### src/rtl/srn_pkg.sv
package srn_pkg;

   // Ratio select codes; the code value equals log2 of the divide ratio.
   typedef enum logic [1:0] {
      SEL_DIV1 = 2'b00,
      SEL_DIV2 = 2'b01,
      SEL_DIV4 = 2'b10,
      SEL_OFF  = 2'b11
   } srn_sel_e;

   localparam int unsigned SRN_MAX_SHIFT = 2;
   localparam int unsigned SRN_CNT_W     = SRN_MAX_SHIFT;

   // Index of the last count in a divide cycle for a given code.
   function automatic logic [SRN_CNT_W-1:0] srn_last(input srn_sel_e s);
      case (s)
         SEL_DIV2: srn_last = SRN_CNT_W'(1);
         SEL_DIV4: srn_last = SRN_CNT_W'(3);
         default:  srn_last = '0;
      endcase
   endfunction

   // Count at which the output drops (half the ratio).
   function automatic logic [SRN_CNT_W-1:0] srn_half(input srn_sel_e s);
      case (s)
         SEL_DIV2: srn_half = SRN_CNT_W'(1);
         SEL_DIV4: srn_half = SRN_CNT_W'(2);
         default:  srn_half = '0;
      endcase
   endfunction

endpackage

### src/rtl/srn_edge_sync.sv
module srn_edge_sync #(
   parameter int unsigned STAGES = 2
) (
   input  logic clk,
   input  logic rst_n,
   input  logic async_i,
   output logic rise_o,
   output logic fall_o
);

   logic [STAGES-1:0] chain_q;
   logic              last_q;

   generate
      if (STAGES < 2) begin : g_bad_stages
         $error("srn_edge_sync: STAGES must be at least 2");
      end
      for (genvar i = 0; i < int'(STAGES); i++) begin : g_stage
         if (i == 0) begin : g_first
            always_ff @(posedge clk) begin
               if (!rst_n) chain_q[0] <= 1'b0;
               else        chain_q[0] <= async_i;
            end
         end else begin : g_next
            always_ff @(posedge clk) begin
               if (!rst_n) chain_q[i] <= 1'b0;
               else        chain_q[i] <= chain_q[i-1];
            end
         end
      end
   endgenerate

   always_ff @(posedge clk) begin
      if (!rst_n) last_q <= 1'b0;
      else        last_q <= chain_q[STAGES-1];
   end

   assign rise_o =  chain_q[STAGES-1] & ~last_q;
   assign fall_o = ~chain_q[STAGES-1] &  last_q;

endmodule

### src/rtl/srn_sel_guard.sv
module srn_sel_guard
   import srn_pkg::*;
#(
   parameter int unsigned HOLD_EDGES = 4
) (
   input  logic       clk,
   input  logic       rst_n,
   input  logic [1:0] sel_i,
   input  logic       rise_i,
   output srn_sel_e   sel_o,
   output logic       run_o
);

   localparam int unsigned HOLD_W = $clog2(HOLD_EDGES + 1);
   localparam logic [HOLD_W-1:0] HOLD_INIT = HOLD_W'(HOLD_EDGES);

   generate
      if (HOLD_EDGES < 1) begin : g_bad_hold
         $error("srn_sel_guard: HOLD_EDGES must be at least 1");
      end
   endgenerate

   srn_sel_e          sel_q;
   logic [HOLD_W-1:0] hold_q;
   logic              sel_change;

   assign sel_change = (srn_sel_e'(sel_i) != sel_q);

   always_ff @(posedge clk) begin
      if (!rst_n) begin
         sel_q  <= SEL_DIV1;
         hold_q <= HOLD_INIT;
      end else begin
         sel_q <= srn_sel_e'(sel_i);
         if (sel_change)
            hold_q <= HOLD_INIT;
         else if (rise_i && (hold_q != '0))
            hold_q <= hold_q - HOLD_W'(1);
      end
   end

   assign sel_o = sel_q;
   assign run_o = (hold_q == '0);

endmodule

### src/rtl/srn_ratio_div.sv
module srn_ratio_div
   import srn_pkg::*;
(
   input  logic     clk,
   input  logic     rst_n,
   input  srn_sel_e sel_i,
   input  logic     run_i,
   input  logic     rise_i,
   input  logic     fall_i,
   output logic     out_o
);

   logic [SRN_CNT_W-1:0] cnt_q;
   logic [SRN_CNT_W-1:0] cnt_last;
   logic [SRN_CNT_W-1:0] cnt_half;

   assign cnt_last = srn_last(sel_i);
   assign cnt_half = srn_half(sel_i);

   always_ff @(posedge clk) begin
      if (!rst_n || !run_i || (sel_i == SEL_OFF)) begin
         out_o <= 1'b0;
         cnt_q <= '0;
      end else if (sel_i == SEL_DIV1) begin
         cnt_q <= '0;
         if (rise_i)      out_o <= 1'b1;
         else if (fall_i) out_o <= 1'b0;
      end else if (rise_i) begin
         if (cnt_q == '0)            out_o <= 1'b1;
         else if (cnt_q == cnt_half) out_o <= 1'b0;
         cnt_q <= (cnt_q == cnt_last) ? '0 : cnt_q + SRN_CNT_W'(1);
      end
   end

endmodule

### src/rtl/srate_sync_div.sv
module srate_sync_div
   import srn_pkg::*;
#(
   parameter int unsigned SYNC_STAGES = 2,
   parameter int unsigned HOLD_EDGES  = 4
) (
   input  logic       clk,
   input  logic       rst_n,
   input  logic       frame_clk_i,
   input  logic [1:0] fsel_i,
   output logic       sync_o
);

   logic     edge_rise;
   logic     edge_fall;
   logic     hold_done;
   srn_sel_e sel_cur;

   srn_edge_sync #(.STAGES(SYNC_STAGES)) i_edge (
      .clk    (clk),
      .rst_n  (rst_n),
      .async_i(frame_clk_i),
      .rise_o (edge_rise),
      .fall_o (edge_fall)
   );

   srn_sel_guard #(.HOLD_EDGES(HOLD_EDGES)) i_guard (
      .clk   (clk),
      .rst_n (rst_n),
      .sel_i (fsel_i),
      .rise_i(edge_rise),
      .sel_o (sel_cur),
      .run_o (hold_done)
   );

   srn_ratio_div i_div (
      .clk   (clk),
      .rst_n (rst_n),
      .sel_i (sel_cur),
      .run_i (hold_done),
      .rise_i(edge_rise),
      .fall_i(edge_fall),
      .out_o (sync_o)
   );

endmodule

### config.mk
export PLATFORM = sky130hd
export DESIGN_NAME = srate_sync_div
export DESIGN_NICKNAME = d
export VERILOG_FILES = /design/src/rtl/srn_pkg.sv /design/src/rtl/srn_edge_sync.sv /design/src/rtl/srn_sel_guard.sv /design/src/rtl/srn_ratio_div.sv /design/src/rtl/srate_sync_div.sv
export SDC_FILE = /design/constraint.sdc
export NUM_CORES = 1
export LEC_CHECK = 0
export ABC_AREA = 1
export ABC_CLOCK_PERIOD_IN_PS = 1300
export CAP_MARGIN = 20
export CORE_MARGIN = 1
export CORE_UTILIZATION = 34
export CTS_CLUSTER_SIZE = 40
export DETAILED_ROUTE_END_ITERATION = 12
export PLACE_DENSITY_LB_ADDON = 0.25
export SLEW_MARGIN = 40
export SYNTH_ARGS = -nofsm -noshare
export SYNTH_HDL_FRONTEND = slang
export SYNTH_SLANG_ARGS = --single-unit
### constraint.sdc
create_clock -name clk -period 1.3 [get_ports clk]
set_input_delay 0.26 -clock clk [delete_from_list [all_inputs] [get_ports clk]]
set_output_delay 0.26 -clock clk [all_outputs]
set_load 0.005 [all_outputs]
==> impl_metrics.ini, run 1 <==
[setup_path]
required_ps = 1520
startpoint_type = primary input
cp.arrival_ps = 1400
end_kind = flop
critical_path_class = in -> reg
crit_fanout = 3

[timing]
maxSlewViolCount = 0
skew_ps = 5.29
tightest_slew_ps = 417
final-setup-viol-count = 0
rsz0062_at_grt = false
fin_crit_ps = 1180
final_hold_viol_count = 0
relSlewSlack_pct = 72.0
min_period_over_period_pct = 90.8
max_freq_ghz = 0.847

[placed_design]
hpwl_um = 725
place_inst = 106
placed_cell_area_um2 = 687
io_buffers = 5
place.gp.congestion = 0.755

[synthesis]
syn_area_um2 = 602
netlist.area_leader.share_pct = 36.6
yosys_warnings = 0
syn_inst = 83
netlist_top_cells_area = dfxtp_1 (37%), ha_1 (17%), nand2_1 (16%), inv_1 (12%), o21ai_0 (4.2%)
synth_area_leader_cell = dfxtp_1
seq_area_frac_synth_pct = 36.6
synth.net_count = 96
synth_cell_type_count = 13
synth_seq_cells = 11
syn_avg_cell_area_um2 = 7.25

[final_layout]
nets = 108
postLayoutCellArea_um2 = 734
syn2layout_area_growth_pct = 22.0
drive_above_1_share_pct = 17.0
fill_cells = 174
num_antenna_cells = 0
utilization_pct = 46.6
stdcell_count = 110

[power_and_ir_drop]
switchingPower_w = 0.000160
p_leak_nw = 0.364
p_comb_share_pct = 12.0
power_frac_seq_pct = 52.9
clockPowerShare_pct = 35.1
power.internal_w = 0.000504
switching_share_pct = 24.1
vdd_drop_max_uv = 538
p_per_area_nw_per_um2 = 904

[cts]
cts_setup_buffers = 0
clock_latency_ps = 270
cts.clk_slew.worst_paths_ps = 70
numCtsBuffers = 3
cts_tree = done
h-tree-depth = 1
clock_tree.buffer_depth = 2
cts_hold_buf = 0
clock-root-buffer = clkbuf_4
cts.sink_count = 11

[global_route]
grt_max_degree = 8
track_usage_pct = 12.4
first_global_vias = 408
grt_antenna_before_repair = 0
grt-ovfl-total = 0
grt_pass1_wl_um = 1670

[detailed_routing]
drt_iter0_drc = 4
wire_per_inst_um = 8.55
vias = 473
drc_errors = 0
dr.pass1.iters = 5
routed_wl_um = 940
viasPerCell = 4.30
ant_nets = 0

[floorplan]
die_h_um = 44.1
io_pins = 6
die_area_um2 = 1940
fp.dieW_um = 44.1
num_rows = 14
start_util_pct = 38.2
coreArea_um2 = 1580

[job]
drv_cap = 0

[min_path]
holdCritPathClass = reg -> reg

[status]
outcome = completed
-- final cells by class --
cell class                 instances  area (µm²)  share of cell area [%]
clock buffer                       4        26.3                    3.58
timing repair buffer               7        63.8                    8.69
sequential                        11         224                    30.5
multi-input combinational         51         322                    43.8
inverter                          21        78.8                    10.7
tap                               16        20.0                    2.73
-- layout by cell type (no fill, tap or decap) --
cell	instances
or2_1	1
ha_4	1
nand2_2	1
ha_1	7
dfxtp_2	3
dfxtp_1	8
o21ai_0	5
clkbuf_4	3
a211oi_1	1
buf_4	2
a21oi_2	1
a21oi_1	2
nand3_1	3
inv_2	4
inv_1	17
nand2_1	25
clkbuf_1	1
nor3_2	1
dlygate4sd2_1	1
xor2_1	2
clkdlybuf4s50_1	4
xnor2_1	1
-- kinds of logic after synthesis --
logic type | Yosys count | share of synthesized area (%)
xor+xnor | 3 | 4.37
simple gates | 31 | 21.4
compound gates | 9 | 7.90
flops | 11 | 36.6
buf+inv | 21 | 13.1
fa+ha+maj | 8 | 16.6
-- worst paths after layout --
kind / from / end / slack [ps] / cells after the start
max: fsel_i[1] / i_guard.hold_q[0]$_SDFFE_PP0P_ / 120 / 5
min: i_edge.chain_q[0]$_SDFF_PN0_ / i_edge.chain_q[1]$_SDFF_PN0_ / 410 / 2
max reg2reg: i_guard.hold_q[1]$_SDFFE_PP0P_ / i_div.cnt_q[1]$_SDFFE_PP0P_ / 130 / 7
min reg2reg: i_edge.chain_q[0]$_SDFF_PN0_ / i_edge.chain_q[1]$_SDFF_PN0_ / 410 / 2
-- cell usage after synthesis --
| cell | count |
|---|---|
| nand3_1 | 3 |
| nor3_2 | 1 |
| a21oi_1 | 3 |
| inv_1 | 20 |
| ha_1 | 8 |
| or2_1 | 1 |
| a211oi_1 | 1 |
| xnor2_1 | 1 |
| nand2_1 | 26 |
| dfxtp_1 | 11 |
| o21ai_0 | 5 |
| xor2_1 | 2 |
| inv_2 | 1 |
-- flip-flops by register name, summed over array words and instances (netlist names) --
| signal | cells |
|---|---|
| i_guard.hold_q | 3 |
| i_div.cnt_q | 2 |
| i_edge.chain_q | 2 |
| i_guard.sel_o | 2 |
| i_div.out_o | 1 |
| i_edge.last_q | 1 |
-- timing repair --
| action | in CTS | in global routing |
|---|---|---|
| endpoints found under the setup margin | 1 | 3 |
| pin swaps | 0 | 2 |
| endpoints found under the hold margin | 0 | 0 |
| gates resized for setup | 2 | 8 |
-- per-stage QoR --
stage | TNS, ps | setup WS, ps | hold WS [ps] | power [W]
floorplan | 0 | 171 | 353 | 0.000403
global placement | -794 | -187 | 399 | 0.000430
detailed placement | -853 | -191 | 403 | 0.000431
CTS | 0 | 30.0 | 421 | 0.000669
global route | 0 | 15.5 | 449 | 0.000700
finish | 0 | 119 | 414 | 0.000664
-- layer usage --
metal	global-route usage, %	part of all wire [%]	up-vias	wire [µm]
li1	-	-	270	-
met1	15.2	52	191	489
met2	16.8	40	8	376
met3	3.67	3.6	4	34
met4	12.7	4.1	0	39
met5	0	0	-	0
-- critical path, stage by stage --
cell	delay (ps)
clkdlybuf4s50_1	500
o21ai_0	90
a211oi_1	390
nand2_1	90
inv_1	60
-- power by group through the flow --
stage	logic [W]	registers [W]	clock network [W]
3_5_place_dp	0.0000734	0.000358	0
3_3_place_gp	0.0000725	0.000358	0
6_report	0.0000797	0.000351	0.000233
4_1_cts	0.0000738	0.000350	0.000246
2_1_floorplan	0.0000457	0.000357	0
5_1_grt	0.0000931	0.000353	0.000255
(Power assumes the default switching activity.)
==> inputs of run 2 (changes only) <==
--- a/config.mk
+++ b/config.mk
@@ -12,7 +12,7 @@
 export CORE_UTILIZATION = 34
 export CTS_CLUSTER_SIZE = 40
 export DETAILED_ROUTE_END_ITERATION = 12
-export PLACE_DENSITY_LB_ADDON = 0.25
+export PLACE_DENSITY = 0.52
 export SLEW_MARGIN = 40
 export SYNTH_ARGS = -nofsm -noshare
 export SYNTH_HDL_FRONTEND = slang
==> impl_metrics.ini, run 2 (synthesis results as in run 1) <==
[final_layout]
final_cell_mix = nand2_1 (26), inv_1 (17), dfxtp_1 (8)
regMostFlops = i_guard.hold_q
nets = 109
final_common_cell = nand2_1
seqCellArea_um2 = 224
multi_input_area_um2 = 310
drive_above_1_share_pct = 17.9
largest_reg_flops = 3
stdcell_count = 111
fill_cells = 176
syn2layout_area_growth_pct = 21.6
num_antenna_cells = 0

[detailed_routing]
wl_met2_um = 423
wl_met1_um = 449
wire_per_inst_um = 8.18
top_layer = met4
drt_iter0_drc = 4
ant_nets = 0
dr.pass1.iters = 2
viasPerCell = 4.32
routed_wl_um = 908
vias = 480
met3WireLength_um = 26
drc_errors = 0

[global_route]
grt_max_degree = 8
track_usage_pct = 12.1
grt_pass1_wl_um = 1700
first_global_vias = 440
grt-ovfl-total = 0
grt_antenna_before_repair = 0

[power_and_ir_drop]
p_per_area_nw_per_um2 = 901
p_leak_nw = 0.370
vdd_drop_max_uv = 562

[timing]
maxSlewViolCount = 0
tightest_slew_ps = 264
max_freq_ghz = 0.850
final_hold_viol_count = 0
skew_ps = 5.69
whs_ps = 414
min_period_over_period_pct = 90.5
final-setup-viol-count = 0
rsz0062_at_grt = false
relSlewSlack_pct = 82.4
fin_crit_ps = 1180

[cts]
clock-root-buffer = clkbuf_4
cts_tree = done
cts.sink_count = 11
clock_tree.buffer_depth = 2
h-tree-depth = 1
clock_latency_ps = 270
numCtsBuffers = 3
cts.clk_slew.worst_paths_ps = 80
cts_setup_buffers = 0

[setup_path]
cp_slowest_stage_delay_ps = 360
required_ps = 1500
end_kind = flop
crit_fanout = 4
cp_cell_sequence = inv_2 > ha_1 > xnor2_1 > nand2_1 > nand3_1 > a21oi_1
startpoint_type = flop
critical_path_class = reg -> reg
cp.arrival_ps = 1380
cp_slowest_cell = dfxtp_2
reg2reg_slack_ps = 120

[min_path]
holdCritPathClass = reg -> reg

[placed_design]
hpwl_um = 759
place.gp.congestion = 0.717
place_inst = 107
io_buffers = 5

[floorplan]
start_util_pct = 38.2
num_rows = 14
coreArea_um2 = 1580
fp.dieW_um = 44.1
die_h_um = 44.1
die_area_um2 = 1940
io_pins = 6

[status]
outcome = completed

[job]
drv_cap = 0
==> run 2: layer usage <==
layer / vias to the layer above / global-route usage [%]
met4: 0 / 7.27
met1: 200 / 15.1
met2: 6 / 18.5
met5: - / 0
li1: 272 / -
met3: 2 / 3.67
==> run 2: report_power, final <==
group          switching (W)  internal [W]  total (W)
registers         0.00000528      0.000346   0.000351
logic              0.0000394     0.0000375  0.0000769
clock network       0.000118      0.000114   0.000231
total               0.000162      0.000497   0.000660
==> run 2: worst max-delay path: cells and delay by family (launching register included) <==
| kind | cells | cell delay (ps) |
|---|---|---|
| DFF | 1 | 360 |
| xor gates and xnor gates | 1 | 130 |
| adders and majority gates | 1 | 310 |
| and+or+nand+nor | 2 | 130 |
| buffers and inverters | 1 | 60 |
| AOI/OAI and AO/OA | 1 | 130 |
==> run 2: final timing paths <==
kind | endpoint | from | cells past startpoint
max reg2reg | i_div.cnt_q[1]$_SDFFE_PP0P_ | i_guard.sel_o[0]$_SDFF_PN0_ | 6
max | i_div.cnt_q[1]$_SDFFE_PP0P_ | i_guard.sel_o[0]$_SDFF_PN0_ | 6
min | i_edge.chain_q[1]$_SDFF_PN0_ | i_edge.chain_q[0]$_SDFF_PN0_ | 2
min reg2reg | i_edge.chain_q[1]$_SDFF_PN0_ | i_edge.chain_q[0]$_SDFF_PN0_ | 2
==> run 2: area by class of cell <==
| cell class | count | area share (%) |
|---|---|---|
| Clock inverter | 1 | 0.684 |
| Clock buffer | 3 | 3.08 |
| Multi-Input combinational cell | 51 | 42.4 |
| Timing Repair Buffer | 8 | 9.74 |
| Inverter | 21 | 10.8 |
| Sequential cell | 11 | 30.6 |
| Tap cell | 16 | 2.74 |
==> run 2: stage by stage <==
step | worst slack [ps] | TNS (ps) | total power [W] | cell area, µm² | util, %
global route | 0.739 | 0 | 0.000696 | 732 | 46.4
floorplan | 171 | 0 | 0.000403 | 602 | -
global placement | -174 | -765 | 0.000434 | 694 | 44.0
finish | 123 | 0 | 0.000660 | 732 | 46.4
detailed placement | -187 | -861 | 0.000434 | 694 | 44.0
CTS | 44.1 | 0 | 0.000667 | 722 | 45.8
==> run 2: what timing repair did <==
item	4_1_cts	5_1_grt
setup endpoints to repair	1	4
hold buffers	0	0
resized for setup	2	7
